$ cat src/rtl/tmr_pkg.sv
package tmr_pkg;

    localparam int unsigned ADDR_W = 3;

    localparam logic [ADDR_W-1:0] A_COUNT  = 3'd0;
    localparam logic [ADDR_W-1:0] A_PERIOD = 3'd1;
    localparam logic [ADDR_W-1:0] A_CMP    = 3'd2;
    localparam logic [ADDR_W-1:0] A_CTRL   = 3'd3;
    localparam logic [ADDR_W-1:0] A_MODE   = 3'd4;

    typedef enum logic [1:0] {
        ST_IDLE = 2'd0,
        ST_RUN  = 2'd1,
        ST_HOLD = 2'd2
    } tmr_state_e;

    // Mode byte, bit 0 = kill_reload ... bit 4 = tc_half
    typedef struct packed {
        logic tc_half;
        logic cmp_delay;
        logic irq_cmp;
        logic cmp_le;
        logic kill_reload;
    } tmr_mode_t;

endpackage

$ cat src/rtl/tmr_seq.sv
module tmr_seq
    import tmr_pkg::*;
#(
    parameter int W  = 8,
    parameter int SW = 4
) (
    input  logic          clk,
    input  logic          rst_n,
    input  logic          kill,
    input  logic          en_set,
    input  logic          en_clr,
    input  logic          load_wr,
    input  logic [W-1:0]  load_val,
    input  logic [W-1:0]  period,
    input  logic [SW-1:0] shot_limit,
    input  logic          kill_reload,
    output tmr_state_e    state,
    output logic [W-1:0]  count,
    output logic [SW-1:0] shots
);

    tmr_state_e    st_n;
    logic [W-1:0]  cnt_n;
    logic [SW-1:0] sh_n;
    logic          at_zero;
    logic          last_shot;

    assign at_zero   = (count == '0);
    assign last_shot = (shot_limit != '0) && ((shots + SW'(1)) == shot_limit);

    // Next-state and datapath decision
    always_comb begin
        st_n  = state;
        cnt_n = count;
        sh_n  = shots;
        unique case (state)
            ST_IDLE: begin
                if (load_wr) begin
                    cnt_n = load_val;
                end
                if (en_set && !(kill && !kill_reload)) begin
                    sh_n = '0;
                    if (kill) begin
                        st_n  = ST_HOLD;
                        cnt_n = period;
                    end else begin
                        st_n = ST_RUN;
                    end
                end
            end
            ST_RUN: begin
                if (en_clr) begin
                    st_n = ST_IDLE;
                end else if (kill) begin
                    if (kill_reload) begin
                        st_n  = ST_HOLD;
                        cnt_n = period;
                        sh_n  = '0;
                    end else begin
                        st_n = ST_IDLE;
                    end
                end else if (at_zero) begin
                    cnt_n = period;
                    sh_n  = shots + SW'(1);
                    if (last_shot) begin
                        st_n = ST_IDLE;
                    end
                end else begin
                    cnt_n = count - W'(1);
                end
            end
            ST_HOLD: begin
                cnt_n = period;
                sh_n  = '0;
                if (en_clr) begin
                    st_n = ST_IDLE;
                end else if (kill && !kill_reload) begin
                    st_n = ST_IDLE;
                end else if (!kill) begin
                    st_n = ST_RUN;
                end
            end
            default: begin
                st_n = ST_IDLE;
            end
        endcase
    end

    // State register
    always_ff @(posedge clk or negedge rst_n) begin
        if (!rst_n) begin
            state <= ST_IDLE;
            count <= '0;
            shots <= '0;
        end else begin
            state <= st_n;
            count <= cnt_n;
            shots <= sh_n;
        end
    end

endmodule

$ cat src/rtl/tmr_capture.sv
module tmr_capture #(
    parameter int W = 8
) (
    input  logic         clk,
    input  logic         rst_n,
    input  logic         cap_in,
    input  logic         sw_rd,
    input  logic [W-1:0] count,
    input  logic         cc_wr,
    input  logic [W-1:0] cc_wdata,
    output logic [W-1:0] cc,
    output logic         cap_edge
);

    logic src;
    logic src_prev;

    // Hardware and software requests merge before the edge detector
    assign src      = cap_in | sw_rd;
    assign cap_edge = src & ~src_prev;

    always_ff @(posedge clk or negedge rst_n) begin
        if (!rst_n) begin
            src_prev <= 1'b0;
            cc       <= '0;
        end else begin
            src_prev <= src;
            if (cap_edge) begin
                cc <= count;
            end else if (cc_wr) begin
                cc <= cc_wdata;
            end
        end
    end

endmodule

$ cat src/rtl/tmr_outs.sv
module tmr_outs
    import tmr_pkg::*;
#(
    parameter int W = 8
) (
    input  logic         clk,
    input  logic         rst_n,
    input  tmr_state_e   state,
    input  logic [W-1:0] count,
    input  logic [W-1:0] cc,
    input  tmr_mode_t    mode,
    input  logic         kill,
    output logic         tc_out,
    output logic         cmp_out,
    output logic         irq
);

    logic tc_raw;
    logic cmp_raw;
    logic cmp_late;

    assign tc_raw  = (state == ST_RUN) && (count == '0);
    assign cmp_raw = (state != ST_IDLE) &&
                     (mode.cmp_le ? (count <= cc) : (count < cc));

    // Half-cycle retimed copy of the compare result
    always_ff @(negedge clk or negedge rst_n) begin
        if (!rst_n) begin
            cmp_late <= 1'b0;
        end else begin
            cmp_late <= cmp_raw;
        end
    end

    always_comb begin
        tc_out  = tc_raw & ~kill & (mode.tc_half ? clk : 1'b1);
        cmp_out = ~kill & (mode.cmp_delay ? cmp_late : cmp_raw);
        irq     = ~kill & (mode.irq_cmp ? cmp_raw : tc_raw);
    end

endmodule

$ cat src/rtl/tmr_multishot.sv
module tmr_multishot
    import tmr_pkg::*;
#(
    parameter int W  = 8,
    parameter int SW = 4
) (
    input  logic              clk,
    input  logic              rst_n,
    input  logic              wr_en,
    input  logic              rd_en,
    input  logic [ADDR_W-1:0] addr,
    input  logic [W-1:0]      wdata,
    output logic [W-1:0]      rdata,
    input  logic              cap_in,
    input  logic              kill_in,
    output logic              tc_out,
    output logic              cmp_out,
    output logic              irq
);

    localparam int MODE_W = $bits(tmr_mode_t);

    logic [W-1:0]  period_q;
    logic [SW-1:0] shot_lim_q;
    tmr_mode_t     mode_q;
    tmr_state_e    state;
    logic [W-1:0]  count;
    logic [SW-1:0] shots;
    logic [W-1:0]  cc;
    logic          cap_edge;
    logic          wr_period;
    logic          wr_cmp;
    logic          wr_ctrl;
    logic          wr_mode;
    logic          sw_rd;
    logic [W-1:0]  ctrl_rd;

    assign wr_period = wr_en && (addr == A_PERIOD);
    assign wr_cmp    = wr_en && (addr == A_CMP);
    assign wr_ctrl   = wr_en && (addr == A_CTRL);
    assign wr_mode   = wr_en && (addr == A_MODE);
    assign sw_rd     = rd_en && (addr == A_COUNT) && (state != ST_IDLE);

    always_ff @(posedge clk or negedge rst_n) begin
        if (!rst_n) begin
            period_q   <= '0;
            shot_lim_q <= '0;
            mode_q     <= '0;
        end else begin
            if (wr_period) period_q   <= wdata;
            if (wr_ctrl)   shot_lim_q <= wdata[W-1 -: SW];
            if (wr_mode)   mode_q     <= tmr_mode_t'(wdata[MODE_W-1:0]);
        end
    end

    tmr_seq #(.W(W), .SW(SW)) u_seq (
        .clk         (clk),
        .rst_n       (rst_n),
        .kill        (kill_in),
        .en_set      (wr_ctrl && wdata[0]),
        .en_clr      (wr_ctrl && !wdata[0]),
        .load_wr     (wr_period),
        .load_val    (wdata),
        .period      (period_q),
        .shot_limit  (shot_lim_q),
        .kill_reload (mode_q.kill_reload),
        .state       (state),
        .count       (count),
        .shots       (shots)
    );

    tmr_capture #(.W(W)) u_cap (
        .clk      (clk),
        .rst_n    (rst_n),
        .cap_in   (cap_in),
        .sw_rd    (sw_rd),
        .count    (count),
        .cc_wr    (wr_cmp),
        .cc_wdata (wdata),
        .cc       (cc),
        .cap_edge (cap_edge)
    );

    tmr_outs #(.W(W)) u_outs (
        .clk     (clk),
        .rst_n   (rst_n),
        .state   (state),
        .count   (count),
        .cc      (cc),
        .mode    (mode_q),
        .kill    (kill_in),
        .tc_out  (tc_out),
        .cmp_out (cmp_out),
        .irq     (irq)
    );

    always_comb begin
        ctrl_rd            = '0;
        ctrl_rd[0]         = (state != ST_IDLE);
        ctrl_rd[W-1 -: SW] = shot_lim_q;
    end

    always_comb begin
        case (addr)
            A_COUNT:  rdata = count;
            A_PERIOD: rdata = period_q;
            A_CMP:    rdata = cc;
            A_CTRL:   rdata = ctrl_rd;
            A_MODE:   rdata = W'(mode_q);
            default:  rdata = '0;
        endcase
    end

endmodule

$ cat config.mk
export PLATFORM = sky130hd
export DESIGN_NAME = tmr_multishot
export DESIGN_NICKNAME = d
export VERILOG_FILES = /design/src/rtl/tmr_pkg.sv /design/src/rtl/tmr_seq.sv /design/src/rtl/tmr_capture.sv /design/src/rtl/tmr_outs.sv /design/src/rtl/tmr_multishot.sv
export SDC_FILE = /design/constraint.sdc
export NUM_CORES = 1
export LEC_CHECK = 0
export ABC_CLOCK_PERIOD_IN_PS = 3800
export BUFFER_PORTS_ARGS = -buffer_cell sky130_fd_sc_hd__buf_4
export CORE_ASPECT_RATIO = 0.9
export CORE_MARGIN = 4
export CORE_UTILIZATION = 35
export DETAILED_ROUTE_END_ITERATION = 7
export PLACE_DENSITY = 0.48
export SKIP_CTS_REPAIR_TIMING = 1
export SYNTH_ARGS = -nofsm -noshare
export SYNTH_HDL_FRONTEND = slang
export SYNTH_SLANG_ARGS = --single-unit
$ cat constraint.sdc
create_clock -name clk -period 3.8 [get_ports clk]
set_clock_uncertainty 0.1 [all_clocks]
set_input_delay 0.76 -clock clk [delete_from_list [all_inputs] [get_ports clk]]
set_output_delay 0.76 -clock clk [all_outputs]
set_load 0.005 [all_outputs]
==> results.sh <==
export IMPL_synth_fa_ha_area_frac=0.06180
export IMPL_final_common_cell="nand2_1"
export IMPL_dp_cells=473
export IMPL_combPwrFrac=0.521
export IMPL_violations="negative setup slack"
export IMPL_setup_viol=1
export IMPL_power_total_mw=2.448
export IMPL_synth_top_area_frac=0.3296
export IMPL_synth_distinct_cells=56
export IMPL_drc=0
export IMPL_synth_area_sq_um=3037
export IMPL_p_sw_frac=0.4102
export IMPL_grt_start_max_net_pins=41
export IMPL_wl_per_cell_um=18.48
export IMPL_num_io_pins=28
export IMPL_viasPerCell=5.483
export IMPL_avgSynthCellArea_sq_um=8.905
export IMPL_drv_slew=0
export IMPL_worstHoldPathType="input port to asynchronous set/reset pin"
export IMPL_synth_main_ff_cell="dfrtp_1"
export IMPL_yosysSeqAreaShare=0.3379
export IMPL_rsz0062_at_grt="yes"
export IMPL_wl_um=8943
export IMPL_antenna_found_initial=0
export IMPL_track_usage=0.1850
export IMPL_ys_warn_count=0
export IMPL_final_cell_mix="nand2_1, buf_4, dfrtp_1"
export IMPL_layout_drive_gt1_share=0.2358
export IMPL_grt_pass1_vias=2545
export IMPL_synth_edf_count=0
export IMPL_p_seq_frac=0.289
export IMPL_synth_nets=373
export IMPL_max_cap_violations=0
export IMPL_ys_seq_elements=41
export IMPL_clock_latency_ps=410
export IMPL_ant_nets=0
export IMPL_synthSimpleGateAreaFrac=0.1809
export IMPL_tightest_slew_ps=687.0
export IMPL_synth_compound_area_share=0.1941
export IMPL_gp_congestion=0.8410
export IMPL_die_y_um=96.37
export IMPL_core_sq_um=8262
export IMPL_cp_data_required_time_ps=2940
export IMPL_syn_to_final_growth_pct=16.93
export IMPL_ir_drop_v=0.0002950
export IMPL_fp_row_count=31
export IMPL_reg2regPathDepth=7
export IMPL_synthMuxAreaShare=0.1380
export IMPL_r2r_end="u_outs.cmp_late$_DFF_NN0_"
export IMPL_p_int_mw=1.444
export IMPL_layout_setup_ws_ps=-171.0
export IMPL_synth_area_leaders="dfrtp_1, mux2_2, ha_1, nand2_1, o21ai_0"
export IMPL_drtIter0Drc=175
export IMPL_die_area_sq_um=10230
export IMPL_p_leak_nw=1.566
export IMPL_p_per_area_nw_per_um2=689.4
export IMPL_critPathMaxFanout=1
export IMPL_whs_ps=368.2
export IMPL_p_sw_mw=1.004
export IMPL_clkSlewWorstSetupHoldPaths_ps=80
export IMPL_reg2reg_from="u_seq.count[0]$_DFFE_PN0P_"
export IMPL_async_flop_share=1.000
export IMPL_finalNonFillerCells=484
export IMPL_synth_xor_area_share=0.02307
export IMPL_hold_violations=0
export IMPL_slew_headroom=0.5301
export IMPL_synth_top_cell_by_area="dfrtp_1"
export IMPL_cts_tree="yes"
export IMPL_crit_arrival_ps=3110
export IMPL_portBuffers=27
export IMPL_nets=400
export IMPL_grt_pass1_wl_um=14390
export IMPL_startpoint="u_outs.cmp_late$_DFF_NN0_"
export IMPL_num_antenna_cells=0
export IMPL_vias=2654
export IMPL_criticalPathCategory="flop to output pin"
export IMPL_cp_start_kind="flop"
export IMPL_postSynthCellCount=341
export IMPL_drt_first_pass_iters=5
export IMPL_rrSetupSlack_ps=220
export IMPL_grt_overflow=0
export IMPL_p_clk_frac=0.190
export IMPL_end_kind="output pin"
export IMPL_crit_path_end="cmp_out"
export IMPL_status="finished with violations"
export IMPL_synth_top_family_by_area="compound AO/OA/AOI/OAI gates"
export IMPL_start_util=0.3676
export IMPL_die_width_um=106.2
export IMPL_dp_hpwl_um=6467
==> worst min path at each step <==
stage                                    start                    endpoint  slack, ps  cells after the start
floorplan                                rst_n       mode_q[0]$_DFFE_PN0P_        360                      0
global placement    u_seq.shots[3]$_DFFE_PN0P_  u_seq.shots[3]$_DFFE_PN0P_        400                      1
detailed placement  u_seq.shots[3]$_DFFE_PN0P_  u_seq.shots[3]$_DFFE_PN0P_        410                      1
CTS                                      rst_n     u_cap.cc[4]$_DFFE_PN0P_        390                      2
global route                             rst_n     period_q[1]$_DFFE_PN0P_        420                      2
finish                                   rst_n     period_q[1]$_DFFE_PN0P_        370                      2
==> sequential cells by signal, indices dropped and copies added (netlist names) <==
signal,cells
u_cap.src_prev,1
u_seq.state,2
mode_q,5
u_outs.cmp_late,1
u_cap.cc,8
u_seq.shots,4
shot_lim_q,4
u_seq.count,8
period_q,8
==> critical path, cell delays in order (launching register included) <==
cell and delay [ps]:
dfrtn_1 330, a32oi_1 190, o41ai_1 110, buf_4 160
==> cells in the mapped netlist (3+ instances only) <==
master and n:
xor2_1 5, nand4_1 3, a21oi_1 17, o31ai_1 5, o211ai_1 7, clkbuf_1 18
nor3_1 5, nand3_1 4, a21o_1 3, dfrtp_1 40, nor2_1 24, nor2b_1 9
nor3b_1 3, ha_1 15, mux2_2 25, buf_6 3, mux2i_1 7, mux4_2 3
a2111oi_0 3, nand2_1 43, a221oi_1 7, xnor2_1 3, a22oi_1 4, nor4bb_1 3
o21ai_1 5, inv_1 19, o21ai_0 20, or4_1 3
==> metal layers <==
layer	routed length [um]	share of wire	GRT usage
met4	137	0.015	0.06472
met3	448	0.050	0.03353
met5	0	0	0
met2	3788	0.42	0.2711
met1	4569	0.51	0.2720
==> final cells by class <==
class / count / area, sq um
well taps: 115 / 143.9
clock inverters: 1 / 30.03
fillers: 854 / 4711
multi-input cells: 256 / 1837
inverters: 19 / 71.32
clock buffers: 11 / 135.1
flip-flops and latches: 41 / 1026
repair buffers: 41 / 307.8
==> metrics by stage <==
| stage | setup TNS [ps] | utilization | setup slack, ps | area, sq um |
|---|---|---|---|---|
| 2_1_floorplan | 0 | - | 327.2 | 3037 |
| 3_3_place_gp | 0 | 0.4107 | 281.5 | 3393 |
| 3_5_place_dp | 0 | 0.4107 | 237.8 | 3393 |
| 4_1_cts | -166.7 | 0.4298 | -166.7 | 3551 |
| 5_1_grt | -196.8 | 0.4298 | -196.8 | 3551 |
| 6_report | -171.0 | 0.4298 | -171.0 | 3551 |
==> cells by family after synthesis <==
logic type | Yosys count
xor+xnor | 8
fa+ha+maj | 15
simple gates | 110
mux | 35
compound gates | 88
buf+inv | 44
flops | 41
==> power by group through the flow <==
stage	combinational [mW]	sequential, mW	clock [mW]
floorplan	0.902	0.679	0.00355
global placement	1.27	0.712	0.00370
detailed placement	1.26	0.713	0.00370
CTS	1.27	0.705	0.478
global route	1.42	0.731	0.497
finish	1.27	0.708	0.465
No activity file was read; power rests on OpenSTA's default activity.
